==> src/rtl/mhf_pkg.sv <==
package mhf_pkg;
  localparam int MAC_W   = 48;
  localparam int SLOT_W  = 11;
  localparam int WORD_W  = 32;
  localparam int ENTRY_W = 2 * WORD_W;

  localparam int VLD_BIT  = 0;
  localparam int SKIP_BIT = 1;
  localparam int DST_BIT  = 2;
  localparam int CTRL_W   = 3;

  localparam logic [ENTRY_W-1:0] MATCH_MASK = {{(ENTRY_W-CTRL_W){1'b1}}, {CTRL_W{1'b0}}};

  localparam logic [1:0] OP_LOOKUP = 2'b00;
  localparam logic [1:0] OP_INSERT = 2'b01;
  localparam logic [1:0] OP_DELETE = 2'b10;

  typedef enum logic [1:0] {
    S_IDLE,
    S_HASH,
    S_WAIT,
    S_EVAL
  } mhf_state_e;
endpackage

==> src/rtl/mhf_hash.sv <==
module mhf_hash
  import mhf_pkg::*;
(
  input  logic [WORD_W-1:0] lo_word,
  input  logic              hi_bit,
  output logic [SLOT_W-1:0] start_slot
);
  localparam int BYTE_W = 8;
  localparam int FOLD_W = SLOT_W - 2;

  logic [WORD_W-1:0] lrev;
  logic [FOLD_W-1:0] f1, f2, f3;

  for (genvar g = 0; g < WORD_W; g++) begin : g_rev
    assign lrev[g] = lo_word[(g / BYTE_W) * BYTE_W + (BYTE_W - 1) - (g % BYTE_W)];
  end

  assign f1 = {lrev[14:8], lrev[1:0]};
  assign f2 = lrev[23:15];
  assign f3 = {hi_bit, lrev[31:24]};

  assign start_slot = {lrev[3:2], f1 ^ f2 ^ f3};
endmodule

==> src/rtl/mhf_entry_codec.sv <==
module mhf_entry_codec
  import mhf_pkg::*;
(
  input  logic [MAC_W-1:0]   mac,
  input  logic               dst_flag,
  input  logic               skip_flag,
  input  logic [ENTRY_W-1:0] stored,
  output logic [ENTRY_W-1:0] fresh,
  output logic               stored_valid,
  output logic               stored_match
);
  logic [15:0]       hp;
  logic [WORD_W-1:0] lp;
  logic [WORD_W-1:0] lo_w, hi_w;

  assign hp = mac[47:32];
  assign lp = mac[31:0];

  always_comb begin
    lo_w = '0;
    lo_w[31]    = lp[20];
    lo_w[30:27] = lp[19:16];
    lo_w[26:23] = lp[31:28];
    lo_w[22:19] = lp[27:24];
    lo_w[18:15] = hp[7:4];
    lo_w[14:11] = hp[3:0];
    lo_w[10:7]  = hp[15:12];
    lo_w[6:3]   = hp[11:8];
    lo_w[DST_BIT]  = dst_flag;
    lo_w[SKIP_BIT] = skip_flag;
    lo_w[VLD_BIT]  = 1'b1;

    hi_w = '0;
    hi_w[18:15] = lp[7:4];
    hi_w[14:11] = lp[3:0];
    hi_w[10:7]  = lp[15:12];
    hi_w[6:3]   = lp[11:8];
    hi_w[2:0]   = lp[23:21];
  end

  assign fresh        = {hi_w, lo_w};
  assign stored_valid = stored[VLD_BIT];
  assign stored_match = ((stored ^ fresh) & MATCH_MASK) == '0;
endmodule

==> src/rtl/mhf_engine.sv <==
module mhf_engine
  import mhf_pkg::*;
#(
  parameter int HOPS = 12
) (
  input  logic               clk,
  input  logic               rst,
  input  logic               start,
  input  logic [1:0]         op,
  input  logic [MAC_W-1:0]   mac,
  input  logic               dst_flag,
  input  logic               skip_flag,
  output logic               done,
  output logic               hit,
  output logic               full,
  output logic [SLOT_W-1:0]  slot,
  output logic               ram_rd_en,
  output logic               ram_wr_en,
  output logic [SLOT_W-1:0]  ram_addr,
  output logic [ENTRY_W-1:0] ram_wdata,
  input  logic [ENTRY_W-1:0] ram_rdata
);
  localparam int HOP_W = $clog2(HOPS + 1);

  mhf_state_e        st;
  logic [MAC_W-1:0]  mac_q;
  logic [1:0]        op_q;
  logic              dst_q, skip_q;
  logic [SLOT_W-1:0] cur;
  logic [HOP_W-1:0]  hops;

  logic [SLOT_W-1:0]  hash_slot;
  logic [ENTRY_W-1:0] fresh;
  logic               ent_valid, ent_match;

  mhf_hash u_hash (
    .lo_word    (mac_q[31:0]),
    .hi_bit     (mac_q[39]),
    .start_slot (hash_slot)
  );

  mhf_entry_codec u_codec (
    .mac          (mac_q),
    .dst_flag     (dst_q),
    .skip_flag    (skip_q),
    .stored       (ram_rdata),
    .fresh        (fresh),
    .stored_valid (ent_valid),
    .stored_match (ent_match)
  );

  always_ff @(posedge clk) begin
    if (rst) begin
      st        <= S_IDLE;
      done      <= 1'b0;
      hit       <= 1'b0;
      full      <= 1'b0;
      slot      <= '0;
      ram_rd_en <= 1'b0;
      ram_wr_en <= 1'b0;
      ram_addr  <= '0;
      ram_wdata <= '0;
      mac_q     <= '0;
      op_q      <= OP_LOOKUP;
      dst_q     <= 1'b0;
      skip_q    <= 1'b0;
      cur       <= '0;
      hops      <= '0;
    end else begin
      done      <= 1'b0;
      ram_rd_en <= 1'b0;
      ram_wr_en <= 1'b0;
      case (st)
        S_IDLE: begin
          if (start) begin
            mac_q  <= mac;
            op_q   <= op;
            dst_q  <= dst_flag;
            skip_q <= skip_flag;
            st     <= S_HASH;
          end
        end
        S_HASH: begin
          cur       <= hash_slot;
          ram_addr  <= hash_slot;
          ram_rd_en <= 1'b1;
          hops      <= HOP_W'(1);
          st        <= S_WAIT;
        end
        S_WAIT: st <= S_EVAL;
        S_EVAL: begin
          if (!ent_valid || ent_match) begin
            done <= 1'b1;
            hit  <= ent_valid;
            full <= 1'b0;
            slot <= cur;
            st   <= S_IDLE;
            if (op_q == OP_INSERT) begin
              ram_wr_en <= 1'b1;
              ram_wdata <= fresh;
            end else if (op_q == OP_DELETE && ent_valid) begin
              ram_wr_en <= 1'b1;
              ram_wdata <= '0;
            end
          end else if (hops == HOP_W'(HOPS)) begin
            done <= 1'b1;
            hit  <= 1'b0;
            full <= (op_q == OP_INSERT);
            slot <= cur;
            st   <= S_IDLE;
          end else begin
            cur       <= cur + 1'b1;
            ram_addr  <= cur + 1'b1;
            ram_rd_en <= 1'b1;
            hops      <= hops + 1'b1;
            st        <= S_WAIT;
          end
        end
        default: st <= S_IDLE;
      endcase
    end
  end
endmodule

==> config.mk <==
export PLATFORM = sky130hd
export DESIGN_NAME = mhf_engine
export DESIGN_NICKNAME = d
export VERILOG_FILES = /design/src/rtl/mhf_pkg.sv /design/src/rtl/mhf_hash.sv /design/src/rtl/mhf_entry_codec.sv /design/src/rtl/mhf_engine.sv
export SDC_FILE = /design/constraint.sdc
export NUM_CORES = 1
export LEC_CHECK = 0
export BUFFER_PORTS_ARGS = -buffer_cell sky130_fd_sc_hd__buf_2
export CAP_MARGIN = 15
export CORE_ASPECT_RATIO = 1.75
export CORE_UTILIZATION = 40
export CTS_CLUSTER_DIAMETER = 30
export DETAILED_ROUTE_END_ITERATION = 16
export HOLD_SLACK_MARGIN = 0.08
export SYNTH_ARGS = -nofsm -noshare
export SYNTH_HDL_FRONTEND = slang
export SYNTH_HIERARCHICAL = 1
export SYNTH_SLANG_ARGS = --single-unit
==> constraint.sdc <==
create_clock -name clk -period 5.9 [get_ports clk]
set_input_delay 0.59 -clock clk [delete_from_list [all_inputs] [get_ports clk]]
set_output_delay 0.59 -clock clk [all_outputs]
set_load 0.05 [all_outputs]
### Word-level counts from Yosys, hierarchy flattened

Cells that the tools add are included.

* add/sub/neg operators: 2
* eq/ne operators: 9
* multiplexer cells: 25
* bitwise logic cells: 5
* reduce and logical (&&, ||, !) cells: 14

Operator list (number)
* 2-to-1 mux 64 bit: 2
* zero test 64 bit: 1
* bitwise XOR 64 x 51 -> 64 bit: 1
* 2-to-1 mux 11 bit: 4
* case mux 11 bit (2 select lines): 1
* bitwise XOR 9 bit: 2
* adder 11 x 1 -> 11 bit, second input constant: 1
* 2-to-1 mux 1 bit: 10
* 2-to-1 mux 4 bit: 2
* case mux 2 bit (4 select lines): 1
* case mux 4 bit (2 select lines): 1
* equality test 2 bit, second input constant: 3
* 2-to-1 mux 2 bit: 3
* != test 2 bit, second input constant: 3
* AND reduction 3 bit: 2
* nonzero test 2 bit: 3
* adder 4 x 1 -> 4 bit, second input constant: 1
* equality test 2 x 1 -> 1 bit, second input constant: 2
* equality test 4 bit, second input constant: 1
* AND reduction 2 bit: 2
* OR reduction 3 bit: 1
* zero test 2 bit: 1
* inverter 1 bit: 2
* case mux 1 bit (2 select lines): 1
* other kinds (4): 4

* flip-flop bits (word level): 149
* output and inout port bits: 91
* logic and storage cells: 69

### Depth between registers and ports, before layout

* word-level depth: 5
* mapped depth: 10
* depth with buffers taken out: 8

### By module

The synthesis kept the hierarchy.

Modules (own cells, without submodules)
* mhf_engine: instances 1, cells an instance 678, area each 5642.9 sq um, sequential area each 2982.9 sq um
* mhf_entry_codec: instances 1, cells an instance 136, area each 1062.3 sq um, sequential area each 0.0 sq um
* mhf_hash: instances 1, cells an instance 11, area each 229.0 sq um, sequential area each 0.0 sq um

### Worst setup path after synthesis

OpenSTA, ideal clock, no wires.

* path kind: input port to flip-flop
* from: in ram_rdata[57]
* to: reg slot[7]
* setup time: 0.117 ns
* arrival: 2.594 ns
* slack: 3.189 ns
* stages on the path: 9
* path through: or4_4 -> nor4_2 -> nand4_1 -> nor4_2 -> and2b_1 -> nand2_1 -> a21oi_2 -> buf_4 -> a22o_1

* cells in the longest elaborated chain, start to end: 5
* elaborated cells between the ends (all ways): 6
* classes of those cells: 1 x mux; 1 x bitwise; 4 x reduce/logical

RTL lines
* start: declaration: line mhf_engine.sv:21 `input logic [ENTRY_W-1:0] ram_rdata`
* bitwise XOR 64 x 51 -> 64 bit (*): line mhf_entry_codec.sv:43 `assign stored_match = ((stored ^ fresh) & MATCH_MASK) == '0;`
* zero test 64 bit (*): line mhf_entry_codec.sv:43
* named net ent_match: line mhf_engine.sv:34 `logic ent_valid, ent_match;`
* logical OR 1 bit (*): line mhf_engine.sv:92 `if (!ent_valid || ent_match) begin`
* nonzero test 2 bit (no line)
* AND reduction 2 bit (no line)
* end signal: assignment: line mhf_engine.sv:96 `slot <= cur;`
* end signal: assignment: line mhf_engine.sv:109 `slot <= cur;`
* end: declaration: line mhf_engine.sv:16 `output logic [SLOT_W-1:0] slot,`

The timed path passes the listed nets; every way through them passes the cells marked *.
A chain may end at the register's enable or synchronous reset.

### Worst setup path in the final report

* from: reg mac_q[31]
* to: reg ram_wdata[31]

* cells in the longest elaborated chain, start to end: 4

RTL lines
* start: declaration: line mhf_engine.sv:26 `logic [MAC_W-1:0] mac_q;`
* start signal: assignment: line mhf_engine.sv:76 `mac_q <= mac;`
* bitwise XOR 64 x 51 -> 64 bit: line mhf_entry_codec.sv:43
* zero test 64 bit: line mhf_entry_codec.sv:43
* named net ent_match: line mhf_engine.sv:34
* logical OR 1 bit: line mhf_engine.sv:92
* AND reduction 3 bit (no line)
* end signal: assignment: line mhf_engine.sv:100 `ram_wdata <= fresh;`
* end: declaration: line mhf_engine.sv:20 `output logic [ENTRY_W-1:0] ram_wdata,`

The timed path passes the listed nets, and every way through them passes these cells.

==> results.txt <==
----------------------------------------------------
[Placement]
  Count of port buffers added during placement ... 207
  Post-DP HPWL ... 14500 microns
  Final GP Congestion ... 0.859

[Pwr]
  Static power due to leakage ... 3.55 nW
  Highest ir drop seen on vdd ... 0.000186 V
  Pwr/cell area ... 311 nW/um^2

[Die]
  Vertical die dimension ... around 180 microns
  Initial Utilization ... 40.9%
  Total number of placement rows ... 63
  Number of top-level pins ... 210
  Floorplan core area ... approximately 17000 sq um
  Overall die area ... approximately 18000 sq um
  Die W ... 102 microns

[STA]
  Final worst path period share ... 63.1%
  Total setup violations reported at the end of the flow ... 0
  Final worst clock skew ... about 0.012 ns
  Max Transition Viols Final ... 0
  Achievable clock frequency ... 268 MHz
  Sum of negative setup slack ... 0 ns
  Worst hold slack across all endpoints ... 0.415 ns
  Tightest Pin Transition ... 1.02 ns
  Clock period minus worst slack ... 3.72 ns
  Max-slew headroom at the worst pin ... 32.2%
  Unrepaired setup endpoints after global routing ... no
  Final Hold Viols ... 0

[Critical path]
  Critical Setup Path Class ... reg -> reg
  Cell family contributing the most delay on the critical path ... simple AND/OR/NAND/NOR gates
  Chain of cells forming the critical path ... xor2_1, nor4_1, nand4_1, nor4_2, nand2b_2, and3_2, buf_4, nand2_1, a21oi_1
  Buffers plus inverters on the worst setup path ... 1
  Delay of the slowest cell on the worst path ... 0.67 ns
  Sort of element at the end of the critical path ... flop
  Largest fanout on the critical path ... 31
  CP Launch Type ... flop
  Crit path arrival time ... ~4.1 ns
  Cell with the largest stage delay on the worst path ... sky130_fd_sc_hd__nor4_1
  Required time of the critical path ... approximately 6.2 ns

[Route]
  DRC violations left ... 0
  Detailed router's first-iteration violation count ... about 310
  Post-detailed-route via-to-cell ratio ... 5.11
  Drt total wl ... about 21000 microns
  Post-DR wirelength/cell ... 17.6 microns
  First-pass iteration count of the detailed router ... 5
  Antenna-violating nets left ... 0
  Via count of the routed design ... ~6000

[Clocking]
  Setup fix buffers added after clock tree synthesis ... 0
  Clock root buffer ... sky130_fd_sc_hd__clkbuf_16
  CTS HTree Levels ... 4
  Cts hold-fix bufs ... 0
  Clock latency of the later-clocked register in the worst-skew pair ... 0.41 ns
  Worst-case clock buffer depth ... 2
  Clock slew at the register clock pins of the worst setup and hold paths ... roughly 0.06 ns
  Number of clock sinks ... approximately 150
  Resized Gates After CTS ... 0
  CTS tree ... built
  Number of buffers created by CTS ... 17

[Cells and area]
  Storage cell area ... 2980 sq um
  Most common cell after layout, fill and taps aside ... sky130_fd_sc_hd__buf_2
  Post-synthesis to final-layout area growth ... 19.5%
  Nets ... 1071
  Most frequent cells in the layout ... sky130_fd_sc_hd__buf_2 (206), sky130_fd_sc_hd__nand2_1 (177), sky130_fd_sc_hd__dfxtp_1 (149)
  Fraction of layout instances using a drive strength above 1 ... between 20% and 30%
  Footprint of the multi-input gates ... 3240 sq um
  Filler Cell Count ... 1751

[GRT]
  Pin count of the biggest net entering global routing ... between 80 and 90
  Overflow after GRT ... 0
  First-pass GRT wire length ... 31600 microns
  Antenna violations before repair ... 1
  Via count of the first global-routing pass ... 5617
  Total Routing Usage GR ... a little under a quarter

[Synth]
  Ys flop type ... sky130_fd_sc_hd__dfxtp_1
  Mapped Area ... 6930 sq um
  Post-Synthesis Cells ... 825
  Synth Area per Inst ... 8.41 sq um
  Number of distinct library cells after synthesis ... 53
  Dominant cells by area after synthesis ... sky130_fd_sc_hd__dfxtp_1 (43%), sky130_fd_sc_hd__nand2_1 (9.7%), sky130_fd_sc_hd__a21oi_1 (8.6%)
  Cell type contributing the most total cell area after synthesis ... sky130_fd_sc_hd__dfxtp_1
  Share of async-settable or async-resettable flops after synthesis ... 0%
  EDFF count, synth ... 0
  Synthesis warning total ... 6
  Top cell type's share of synthesized area ... 43.0%
  Sequential cell area fraction in the yosys report ... 43.0%
  Number of storage elements in the synthesis netlist ... 149

[Min path]
  Class of the most critical hold timing path ... in -> reg

[Job]
  Number of max-cap violations ... 0

[Status]
  Result of the run ... complete, no violations

----------------------------------------------------
## path summary, 6_finish.rpt
| kind | endpoint | slack, ns | cells after the start | startpoint |
|---|---|---|---|---|
| setup / recovery | ram_wdata[31] | 2.18 | 9 | mac_q[31] |
| hold reg to reg | ram_wdata[1] | 0.45 | 2 | skip_q |
| setup reg to reg | ram_wdata[31] | 2.18 | 9 | mac_q[31] |
| hold / removal | mac_q[26] | 0.42 | 3 | mac[26] |
## cell usage after synthesis (2+ instances only)
cell type,count
sky130_fd_sc_hd__nor3_4,2
sky130_fd_sc_hd__and2_1,3
sky130_fd_sc_hd__and4b_1,2
sky130_fd_sc_hd__a22oi_1,2
sky130_fd_sc_hd__a221oi_1,4
sky130_fd_sc_hd__xor3_1,9
sky130_fd_sc_hd__ha_1,3
sky130_fd_sc_hd__buf_2,18
sky130_fd_sc_hd__a311oi_1,4
sky130_fd_sc_hd__a31oi_1,2
sky130_fd_sc_hd__a22o_1,11
sky130_fd_sc_hd__clkbuf_1,26
sky130_fd_sc_hd__o21ai_1,6
sky130_fd_sc_hd__and4_1,3
sky130_fd_sc_hd__nor4_1,11
sky130_fd_sc_hd__a211oi_1,4
sky130_fd_sc_hd__nor4_2,2
sky130_fd_sc_hd__buf_4,71
sky130_fd_sc_hd__xor2_1,47
sky130_fd_sc_hd__conb_1,2
sky130_fd_sc_hd__nand3_1,6
sky130_fd_sc_hd__nor2b_1,4
sky130_fd_sc_hd__o21ai_0,63
sky130_fd_sc_hd__nor2_1,16
sky130_fd_sc_hd__nand2_1,179
sky130_fd_sc_hd__a2111oi_2,2
sky130_fd_sc_hd__a21oi_2,2
sky130_fd_sc_hd__a32o_1,2
sky130_fd_sc_hd__a21oi_1,119
sky130_fd_sc_hd__xnor2_1,2
sky130_fd_sc_hd__nand4_1,8
sky130_fd_sc_hd__o32ai_1,2
sky130_fd_sc_hd__buf_1,7
sky130_fd_sc_hd__inv_1,4
sky130_fd_sc_hd__and3_1,4
sky130_fd_sc_hd__dfxtp_1,149
sky130_fd_sc_hd__nor3_1,8
## layout make-up
| type | count | share of cell area, % |
|---|---|---|
| multi-input combinational | 561 | 39.1 |
| sequential | 149 | 36.0 |
| timing repair buffer | 216 | 13.3 |
| clock buffer | 21 | 5.56 |
| tap | 227 | 3.43 |
| clock inverter | 11 | 2.34 |
| inverter | 4 | 0.181 |
| antenna | 2 | 0.0604 |
## metal layers
metal | part of all wire, % | global-route usage (%)
met4 | 3.0 | 11.3
met1 | 42 | 29.3
met5 | 0 | 0
met3 | 5.2 | 4.35
met2 | 50 | 38.6
## flip-flops by register name, indices dropped and copies added, names as in the netlist
register,flops
dst_q,1
st,2
cur,11
done,1
op_q,2
full,1
ram_wr_en,1
slot,11
skip_q,1
hit,1
ram_wdata,64
mac_q,48
ram_rd_en,1
hops,4
## tightest hold or removal path, delay by kind of cell
family / cells / cell delay (ns)
AOI/OAI and AO/OA: 1 / 0.05
buffers and inverters: 1 / 0.10
and+or+nand+nor: 1 / 0.04
## metrics by stage
step	std cells	setup slack, ns	total power, W	area (sq um)	utilization (%)
2_1_floorplan	837	3.19	0.00131	6980	-
3_3_place_gp	1157	1.92	0.00139	7630	45.0
3_5_place_dp	1157	1.91	0.00139	7630	45.0
4_1_cts	1189	2.17	0.00260	8280	48.9
5_1_grt	1190	1.90	0.00267	8280	48.9
6_report	1191	2.18	0.00258	8290	48.9
## report_power, final
part           internal (W)  switching [W]  total (W)  leakage (nW)
registers           0.00104      0.0000478    0.00109          1.21
logic              0.000107       0.000171   0.000278          2.03
clock network      0.000777       0.000434    0.00121         0.318
total               0.00192       0.000653    0.00258          3.55
## cells by family after synthesis
kind of cell / count (synthesis) / synth area share [%]
XOR/XNOR: 58 / 9.27
buffers and inverters: 127 / 11.2
adder cells (fa/ha/maj): 3 / 0.541
AO/OA/AOI/OAI: 231 / 19.0
other: 2 / 0.108
AND/OR/NAND/NOR: 255 / 16.9
flip-flops: 149 / 43.0
(Power assumes the default switching activity.)
